### src/rtl/gpio_pkg.sv
package gpio_pkg;

  localparam int BUS_W     = 32;
  localparam int NUM_KINDS = 4;
  localparam int KIND_RISE = 0;
  localparam int KIND_FALL = 1;
  localparam int KIND_HIGH = 2;
  localparam int KIND_LOW  = 3;
  localparam int LAST_IDX  = 16;

  // word index = byte offset / 4
  typedef enum logic [4:0] {
    REG_VALUE     = 5'd0,
    REG_IEN       = 5'd1,
    REG_OEN       = 5'd2,
    REG_PORT      = 5'd3,
    REG_PULL      = 5'd4,
    REG_DRIVE     = 5'd5,
    REG_RISE_EN   = 5'd6,
    REG_RISE_PEND = 5'd7,
    REG_FALL_EN   = 5'd8,
    REG_FALL_PEND = 5'd9,
    REG_HIGH_EN   = 5'd10,
    REG_HIGH_PEND = 5'd11,
    REG_LOW_EN    = 5'd12,
    REG_LOW_PEND  = 5'd13,
    REG_ALT_EN    = 5'd14,
    REG_ALT_SEL   = 5'd15,
    REG_INVERT    = 5'd16
  } reg_idx_e;

  function automatic reg_idx_e en_reg(input int kind);
    case (kind)
      KIND_RISE: return REG_RISE_EN;
      KIND_FALL: return REG_FALL_EN;
      KIND_HIGH: return REG_HIGH_EN;
      default:   return REG_LOW_EN;
    endcase
  endfunction

  function automatic reg_idx_e pend_reg(input int kind);
    case (kind)
      KIND_RISE: return REG_RISE_PEND;
      KIND_FALL: return REG_FALL_PEND;
      KIND_HIGH: return REG_HIGH_PEND;
      default:   return REG_LOW_PEND;
    endcase
  endfunction

  // level the controller itself puts on a pin
  function automatic logic pin_drive(input logic oe, input logic port, input logic inv);
    return oe & (port ^ inv);
  endfunction

  // outside driver first, then own drive, then pull-up
  function automatic logic pin_level(input logic ext_on, input logic ext_val,
                                     input logic oe, input logic own_val,
                                     input logic pull);
    if (ext_on)  return ext_val;
    if (oe)      return own_val;
    return pull;
  endfunction

  function automatic logic pin_event(input int kind, input logic cur, input logic prev);
    case (kind)
      KIND_RISE: return cur & ~prev;
      KIND_FALL: return ~cur & prev;
      KIND_HIGH: return cur;
      default:   return ~cur;
    endcase
  endfunction

  // a set in the same cycle beats a clear
  function automatic logic sticky_next(input logic pend, input logic set, input logic clr);
    return set | (pend & ~clr);
  endfunction

  function automatic logic pin_irq(input logic [NUM_KINDS-1:0] pend,
                                   input logic [NUM_KINDS-1:0] en);
    return |(pend & en);
  endfunction

endpackage

### src/rtl/gpio_regs.sv
module gpio_regs
  import gpio_pkg::*;
#(
  parameter int NPINS  = 32,
  parameter int ADDR_W = 8
) (
  input  logic                              clk,
  input  logic                              rst_n,
  input  logic                              bus_en,
  input  logic                              bus_we,
  input  logic [ADDR_W-1:0]                 bus_addr,
  input  logic [BUS_W-1:0]                  bus_wdata,
  output logic [BUS_W-1:0]                  bus_rdata,
  input  logic [NPINS-1:0]                  value_i,
  input  logic [NUM_KINDS-1:0][NPINS-1:0]   pend_i,
  output logic [NPINS-1:0]                  ien_o,
  output logic [NPINS-1:0]                  oen_o,
  output logic [NPINS-1:0]                  port_o,
  output logic [NPINS-1:0]                  pull_o,
  output logic [NPINS-1:0]                  inv_o,
  output logic [NUM_KINDS-1:0][NPINS-1:0]   en_o,
  output logic [NUM_KINDS-1:0][NPINS-1:0]   clr_o
);

  localparam int IDX_W = ADDR_W - 2;

  logic [IDX_W-1:0] widx;
  logic             hit;
  logic             wr;
  reg_idx_e         sel;
  logic [NPINS-1:0] wbits;

  logic [NPINS-1:0] ien_q, oen_q, port_q, pull_q, inv_q;
  logic [NPINS-1:0] drive_q, alt_en_q, alt_sel_q;
  logic [NUM_KINDS-1:0][NPINS-1:0] en_q;
  logic [BUS_W-1:0] rd;

  assign widx  = bus_addr[ADDR_W-1:2];
  assign hit   = (bus_addr[1:0] == 2'b00) && (widx <= IDX_W'(LAST_IDX));
  assign sel   = reg_idx_e'(widx[4:0]);
  assign wr    = bus_en && bus_we && hit;
  assign wbits = bus_wdata[NPINS-1:0];

  always_ff @(posedge clk or negedge rst_n) begin
    if (!rst_n) begin
      ien_q     <= '0;
      oen_q     <= '0;
      port_q    <= '0;
      pull_q    <= '0;
      inv_q     <= '0;
      drive_q   <= '0;
      alt_en_q  <= '0;
      alt_sel_q <= '0;
      en_q      <= '0;
    end else if (wr) begin
      case (sel)
        REG_IEN:     ien_q     <= wbits;
        REG_OEN:     oen_q     <= wbits;
        REG_PORT:    port_q    <= wbits;
        REG_PULL:    pull_q    <= wbits;
        REG_INVERT:  inv_q     <= wbits;
        REG_DRIVE:   drive_q   <= wbits;
        REG_ALT_EN:  alt_en_q  <= wbits;
        REG_ALT_SEL: alt_sel_q <= wbits;
        default: ;
      endcase
      for (int k = 0; k < NUM_KINDS; k++) begin
        if (sel == en_reg(k)) en_q[k] <= wbits;
      end
    end
  end

  always_comb begin
    for (int k = 0; k < NUM_KINDS; k++) begin
      clr_o[k] = (wr && sel == pend_reg(k)) ? wbits : '0;
    end
  end

  always_comb begin
    rd = '0;
    if (hit) begin
      case (sel)
        REG_VALUE:   rd[NPINS-1:0] = value_i;
        REG_IEN:     rd[NPINS-1:0] = ien_q;
        REG_OEN:     rd[NPINS-1:0] = oen_q;
        REG_PORT:    rd[NPINS-1:0] = port_q;
        REG_PULL:    rd[NPINS-1:0] = pull_q;
        REG_INVERT:  rd[NPINS-1:0] = inv_q;
        REG_DRIVE:   rd[NPINS-1:0] = drive_q;
        REG_ALT_EN:  rd[NPINS-1:0] = alt_en_q;
        REG_ALT_SEL: rd[NPINS-1:0] = alt_sel_q;
        default: ;
      endcase
      for (int k = 0; k < NUM_KINDS; k++) begin
        if (sel == en_reg(k))   rd[NPINS-1:0] = en_q[k];
        if (sel == pend_reg(k)) rd[NPINS-1:0] = pend_i[k];
      end
    end
  end

  assign bus_rdata = rd;
  assign ien_o     = ien_q;
  assign oen_o     = oen_q;
  assign port_o    = port_q;
  assign pull_o    = pull_q;
  assign inv_o     = inv_q;
  assign en_o      = en_q;


  unmapped_zero_chk: assert property (@(posedge clk) disable iff (!rst_n)
    !hit |-> bus_rdata == '0);

endmodule

### src/rtl/gpio_sampler.sv
module gpio_sampler
  import gpio_pkg::*;
#(
  parameter int NPINS = 32
) (
  input  logic                            clk,
  input  logic                            rst_n,
  input  logic [NPINS-1:0]                pin_in,
  input  logic [NPINS-1:0]                pin_drv,
  input  logic [NPINS-1:0]                ien_i,
  input  logic [NPINS-1:0]                oen_i,
  input  logic [NPINS-1:0]                port_i,
  input  logic [NPINS-1:0]                pull_i,
  input  logic [NPINS-1:0]                inv_i,
  output logic [NPINS-1:0]                drive_o,
  output logic [NPINS-1:0]                sample_o,
  output logic [NPINS-1:0]                value_o,
  output logic [NUM_KINDS-1:0][NPINS-1:0] ev_o
);

  logic [NPINS-1:0] in_q, drv_q, value_q, level;
  logic             up_q;

  always_ff @(posedge clk or negedge rst_n) begin
    if (!rst_n) begin
      in_q    <= '0;
      drv_q   <= '0;
      value_q <= '0;
      up_q    <= 1'b0;
    end else begin
      in_q    <= pin_in;
      drv_q   <= pin_drv;
      value_q <= sample_o;
      up_q    <= 1'b1;
    end
  end

  for (genvar i = 0; i < NPINS; i++) begin : g_pin
    assign drive_o[i]  = pin_drive(oen_i[i], port_i[i], inv_i[i]);
    assign level[i]    = pin_level(drv_q[i], in_q[i], oen_i[i], drive_o[i], pull_i[i]);
    assign sample_o[i] = ien_i[i] & level[i];
    for (genvar k = 0; k < NUM_KINDS; k++) begin : g_kind
      assign ev_o[k][i] = pin_event(k, sample_o[i], value_q[i]);
    end
  end

  assign value_o = value_q;


  value_pipe_chk: assert property (@(posedge clk) disable iff (!rst_n)
    up_q |-> value_q == $past(sample_o));

endmodule

### src/rtl/gpio_sticky.sv
module gpio_sticky
  import gpio_pkg::*;
#(
  parameter int NPINS = 32
) (
  input  logic             clk,
  input  logic             rst_n,
  input  logic [NPINS-1:0] set_i,
  input  logic [NPINS-1:0] clr_i,
  output logic [NPINS-1:0] pend_o
);

  logic [NPINS-1:0] pend_q, pend_d;
  logic             up_q;

  for (genvar i = 0; i < NPINS; i++) begin : g_bit
    assign pend_d[i] = sticky_next(pend_q[i], set_i[i], clr_i[i]);
  end

  always_ff @(posedge clk or negedge rst_n) begin
    if (!rst_n) begin
      pend_q <= '0;
      up_q   <= 1'b0;
    end else begin
      pend_q <= pend_d;
      up_q   <= 1'b1;
    end
  end

  assign pend_o = pend_q;


  keep_chk: assert property (@(posedge clk) disable iff (!rst_n)
    up_q |-> (~pend_q & $past(pend_q) & ~$past(clr_i)) == '0);


  clear_chk: assert property (@(posedge clk) disable iff (!rst_n)
    up_q |-> ($past(clr_i) & ~$past(set_i) & pend_q) == '0);


  set_wins_chk: assert property (@(posedge clk) disable iff (!rst_n)
    up_q |-> ($past(set_i) & ~pend_q) == '0);

endmodule

### src/rtl/gpio_ctrl.sv
module gpio_ctrl
  import gpio_pkg::*;
#(
  parameter int NPINS  = 32,
  parameter int ADDR_W = 8
) (
  input  logic              clk,
  input  logic              rst_n,
  input  logic              bus_en,
  input  logic              bus_we,
  input  logic [ADDR_W-1:0] bus_addr,
  input  logic [31:0]       bus_wdata,
  output logic [31:0]       bus_rdata,
  input  logic [NPINS-1:0]  pin_in,
  input  logic [NPINS-1:0]  pin_drv,
  output logic [NPINS-1:0]  pin_out,
  output logic [NPINS-1:0]  pin_oe,
  output logic [NPINS-1:0]  irq
);

  logic [NPINS-1:0] ien, oen, port, pull, inv, sample, value;
  logic [NUM_KINDS-1:0][NPINS-1:0] en, clr, ev, pend;
  logic up_q;

  gpio_regs #(.NPINS(NPINS), .ADDR_W(ADDR_W)) u_regs (
    .clk, .rst_n, .bus_en, .bus_we, .bus_addr, .bus_wdata, .bus_rdata,
    .value_i(value), .pend_i(pend),
    .ien_o(ien), .oen_o(oen), .port_o(port), .pull_o(pull), .inv_o(inv),
    .en_o(en), .clr_o(clr)
  );

  gpio_sampler #(.NPINS(NPINS)) u_sampler (
    .clk, .rst_n, .pin_in, .pin_drv,
    .ien_i(ien), .oen_i(oen), .port_i(port), .pull_i(pull), .inv_i(inv),
    .drive_o(pin_out), .sample_o(sample), .value_o(value), .ev_o(ev)
  );

  for (genvar k = 0; k < NUM_KINDS; k++) begin : g_src
    gpio_sticky #(.NPINS(NPINS)) u_sticky (
      .clk, .rst_n, .set_i(ev[k]), .clr_i(clr[k]), .pend_o(pend[k])
    );
  end

  for (genvar i = 0; i < NPINS; i++) begin : g_irq
    logic [NUM_KINDS-1:0] pv, evn;
    always_comb begin
      for (int k = 0; k < NUM_KINDS; k++) begin
        pv[k]  = pend[k][i];
        evn[k] = en[k][i];
      end
    end
    assign irq[i] = pin_irq(pv, evn);
  end

  assign pin_oe = oen;

  always_ff @(posedge clk or negedge rst_n) begin
    if (!rst_n) up_q <= 1'b0;
    else        up_q <= 1'b1;
  end


  rise_only_on_edge_chk: assert property (@(posedge clk) disable iff (!rst_n)
    up_q |-> (pend[KIND_RISE] & ~$past(pend[KIND_RISE]) & ~$past(sample & ~value)) == '0);


  fall_only_on_edge_chk: assert property (@(posedge clk) disable iff (!rst_n)
    up_q |-> (pend[KIND_FALL] & ~$past(pend[KIND_FALL]) & ~$past(~sample & value)) == '0);


  irq_silent_chk: assert property (@(posedge clk) disable iff (!rst_n)
    (en == '0) |-> irq == '0);

endmodule

### config.mk
export PLATFORM = sky130hd
export DESIGN_NAME = gpio_ctrl
export DESIGN_NICKNAME = d
export VERILOG_FILES = /design/src/rtl/gpio_pkg.sv /design/src/rtl/gpio_regs.sv /design/src/rtl/gpio_sampler.sv /design/src/rtl/gpio_sticky.sv /design/src/rtl/gpio_ctrl.sv
export SDC_FILE = /design/constraint.sdc
export NUM_CORES = 1
export LEC_CHECK = 0
export ABC_AREA = 1
export CORE_MARGIN = 4
export CORE_UTILIZATION = 53
export CTS_CLUSTER_SIZE = 14
export DETAILED_ROUTE_END_ITERATION = 8
export MAX_ROUTING_LAYER = met4
export PLACE_DENSITY = 0.76
export SLEW_MARGIN = 20
export SYNTH_ARGS = -nofsm -noshare
export SYNTH_HDL_FRONTEND = slang
export SYNTH_SLANG_ARGS = --single-unit
### constraint.sdc
create_clock -name clk -period 2.45 [get_ports clk]
set_input_delay 0.6125 -clock clk [delete_from_list [all_inputs] [get_ports clk]]
set_output_delay 0.6125 -clock clk [all_outputs]
set_load 0.005 [all_outputs]
==> results.json <==
{
  "status": "finished with violations",
  "violations": "setup timing",
  "cts_sinks": 608,
  "path_max_fanout": 8,
  "die_area_um2": 56700,
  "syn_area_um2": 28100,
  "overflow": 0,
  "drtIter0Drc": 3833,
  "slowest_stage": "nor2_4",
  "pre_cts_ws_ns": -1.34,
  "die_h_um": 238,
  "arrival_ns": 2.50,
  "cap_violations": 0,
  "viasPerCell": 6.04,
  "period_needed_ns": 3.11,
  "ant_nets": 0,
  "regArea_um2": 15200,
  "cts_made_buffers": 66,
  "relSlewSlack": 0.529,
  "cpPeakStageDelay_ns": 0.25,
  "fin_crit_sh": 1.27,
  "remaining_drc_errors": 0,
  "cts_tree": "yes",
  "wl_per_cell_um": 22.6,
  "multi_input_area_um2": 11500,
  "grt_pass1_wl_mm": 159,
  "fp.coreArea_um2": 52600,
  "ir_drop_v": 0.000557,
  "grt_max_degree": 85,
  "hp-class": "input pin to flip-flop",
  "setup_violations": 32,
  "required_ns": 1.84,
  "num_vias": 28400,
  "hold_viol": 0,
  "leakagePower_nw": 17.2,
  "synthDistinctLibCells": 28,
  "drt-total-wl_mm": 106,
  "fill_cells": 3719,
  "track_usage": 0.375,
  "ys_ff_latch": 608,
  "path_class": "input pin to output port",
  "fin_ws_ns": -0.664,
  "htree_levels": 3,
  "endpoint_kind": "output port",
  "clkPwrFrac": 0.465,
  "powerDensity_nw_per_um2": 601,
  "grt_pass1_vias": 27400,
  "seqPwrFrac": 0.462,
  "start_util": 0.534,
  "maxSlewViolCount": 0,
  "worstSetupStartpointType": "input pin",
  "mostFrequentLayoutCells": "1059 x nand2_1, 605 x dfrtp_1, 477 x o21ai_0, 300 x inv_1, 208 x nor2_1",
  "p_comb_frac": 0.073,
  "gp_congestion": 0.921,
  "yosysSeqAreaShare": 0.542,
  "num-nets-final": 4065,
  "drive_gt1_frac": 0.168,
  "switching_power_mw": 5.34,
  "rsz0062_at_grt": "true",
  "cp_cell_sequence": "buf_8 -> buf_8 -> nor2_4 -> nand2_4 -> nor2_4 -> buf_12 -> buf_12 -> nand2_1 -> nand2_1 -> inv_1 -> nand4_1 -> nand2_1 -> nand4_1 -> nand2_1 -> a21oi_2 -> buf_2",
  "total_power_mw": 22.5,
  "path_common_cell": "nand2_1",
  "yosys_warnings": 0,
  "intPower_mw": 17.1,
  "skew_ns": 0.0284,
  "io_pins": 236,
  "fmax_mhz": 321,
  "tightest_slew_ns": 0.706,
  "cts_max_path_buffers": 3,
  "port_buffers": 235,
  "fp.dieW_um": 238,
  "antenna_found_initial": 3,
  "clock-root-buffer": "clkbuf_16",
  "firstDrtPassIters": 7,
  "syn_nets": 3648,
  "synth_area_per_cell_um2": 7.93,
  "syn_to_final_growth_pct": 33.1,
  "swShare": 0.238,
  "clk-insertion-delay-late_ns": 0.62,
  "clk_pin_slew_ns": 0.06,
  "place_hpwl_mm": 61.4,
  "mostFrequentLayoutCell": "nand2_1",
  "fp-row-count": 84,
  "synthCells": 3540
}
## critical path, delay by kind of cell
kind                   cells  cell delay [ns]
buffers and inverters      6             0.71
AOI/OAI and AO/OA          1             0.16
and+or+nand+nor            9             1.00
## flip-flops by register name, summed over array words and instances (netlist names)
name	cells
u_regs.alt_sel_q	32
u_regs.en_o	128
u_regs.alt_en_q	32
u_sampler.value_o	32
u_regs.inv_o	32
u_sampler.drv_q	32
u_sampler.in_q	32
g_src.u_sticky.pend_o	128
u_regs.oen_o	32
u_regs.drive_q	32
u_regs.pull_o	32
u_regs.port_o	32
u_regs.ien_o	32
## power groups by stage
stage | sequential [mW] | combinational (mW) | clock, mW
2_1_floorplan | 10.5 | 0.509 | 0
3_3_place_gp | 10.5 | 1.39 | 0
3_5_place_dp | 10.5 | 1.40 | 0
4_1_cts | 10.4 | 1.58 | 10.5
5_1_grt | 10.4 | 1.75 | 10.9
6_report | 10.4 | 1.64 | 10.4
## timing repair
item,4_1_cts,5_1_grt
hold endpoints to repair,27,0
hold buffers,1,0
resized for setup,369,101
setup endpoints to repair,274,46
cloned,16,0
buffers inserted,103,12
pin swaps,162,123
## through the flow
step           hold slack (ns)  TNS (ns)  cell area (um^2)  std cells   util
6_report                 0.426    -18.37             37400       4697  0.711
5_1_grt                  0.410    -20.92             37400       4697  0.711
4_1_cts                  0.413    -15.49             37100       4692  0.706
3_5_place_dp             0.473   -355.85             33100       4457  0.629
3_3_place_gp             0.466   -335.33             33100       4457  0.629
2_1_floorplan            0.317    -0.204             28300       3540      -
## final timing paths
path                                                from                                     end  slack [ns]  cells past startpoint
setup / recovery                             bus_addr[6]                           bus_rdata[20]       -0.66                     16
hold / removal                                 pin_in[5]             u_sampler.in_q[5]$_DFF_PN0_        0.43                      1
setup reg to reg            u_regs.oen_o[14]$_DFFE_PN0P_  g_src[1].u_sticky.pend_o[14]$_DFF_PN0_        0.56                      7
min in group asynchronous                          rst_n             u_sampler.in_q[9]$_DFF_PN0_        0.49                      2
hold reg to reg            u_regs.pull_o[16]$_DFFE_PN0P_           u_regs.pull_o[16]$_DFFE_PN0P_        0.48                      2
max in group asynchronous                          rst_n            u_regs.inv_o[15]$_DFFE_PN0P_        1.10                      3
## synth_stat cells, drive strengths merged
cell        n  area (um^2)
inv       315         1180
nand3     115          591
nor3        1         5.00
nand4     154          970
clkinv      1         3.75
buf        76          387
nor2      275         1110
a21oi     105          526
dfrtp     608        15200
clkbuf    128          480
a221oi     32          280
or2         8         50.1
o2111ai     8         70.1
nand2    1146         4370
o21ai     568         2840
## layer usage
layer | vias up | share of wire | track usage
met5 | - | 0 | -
met4 | 0 | 0.074 | 0.210
met3 | 591 | 0.13 | 0.0974
met2 | 2066 | 0.43 | 0.546
met1 | 13400 | 0.36 | 0.479
li1 | 12300 | - | -
## cells by family after synthesis
group / count (synthesis) / share of synthesized area
compound gates: 713 / 0.132
buf+inv: 520 / 0.0731
flops: 608 / 0.542
simple gates: 1699 / 0.253
## final cells by class
type                            instances  area share
Sequential cell                       608       0.407
Multi-Input combinational cell       2412       0.309
Timing Repair Buffer                  553       0.168
Clock buffer                           96      0.0516
Inverter                              316      0.0323
Tap cell                              688      0.0230
Clock inverter                         21     0.00874
Antenna cell                            3    0.000201
Power figures use the tool's default switching activity.
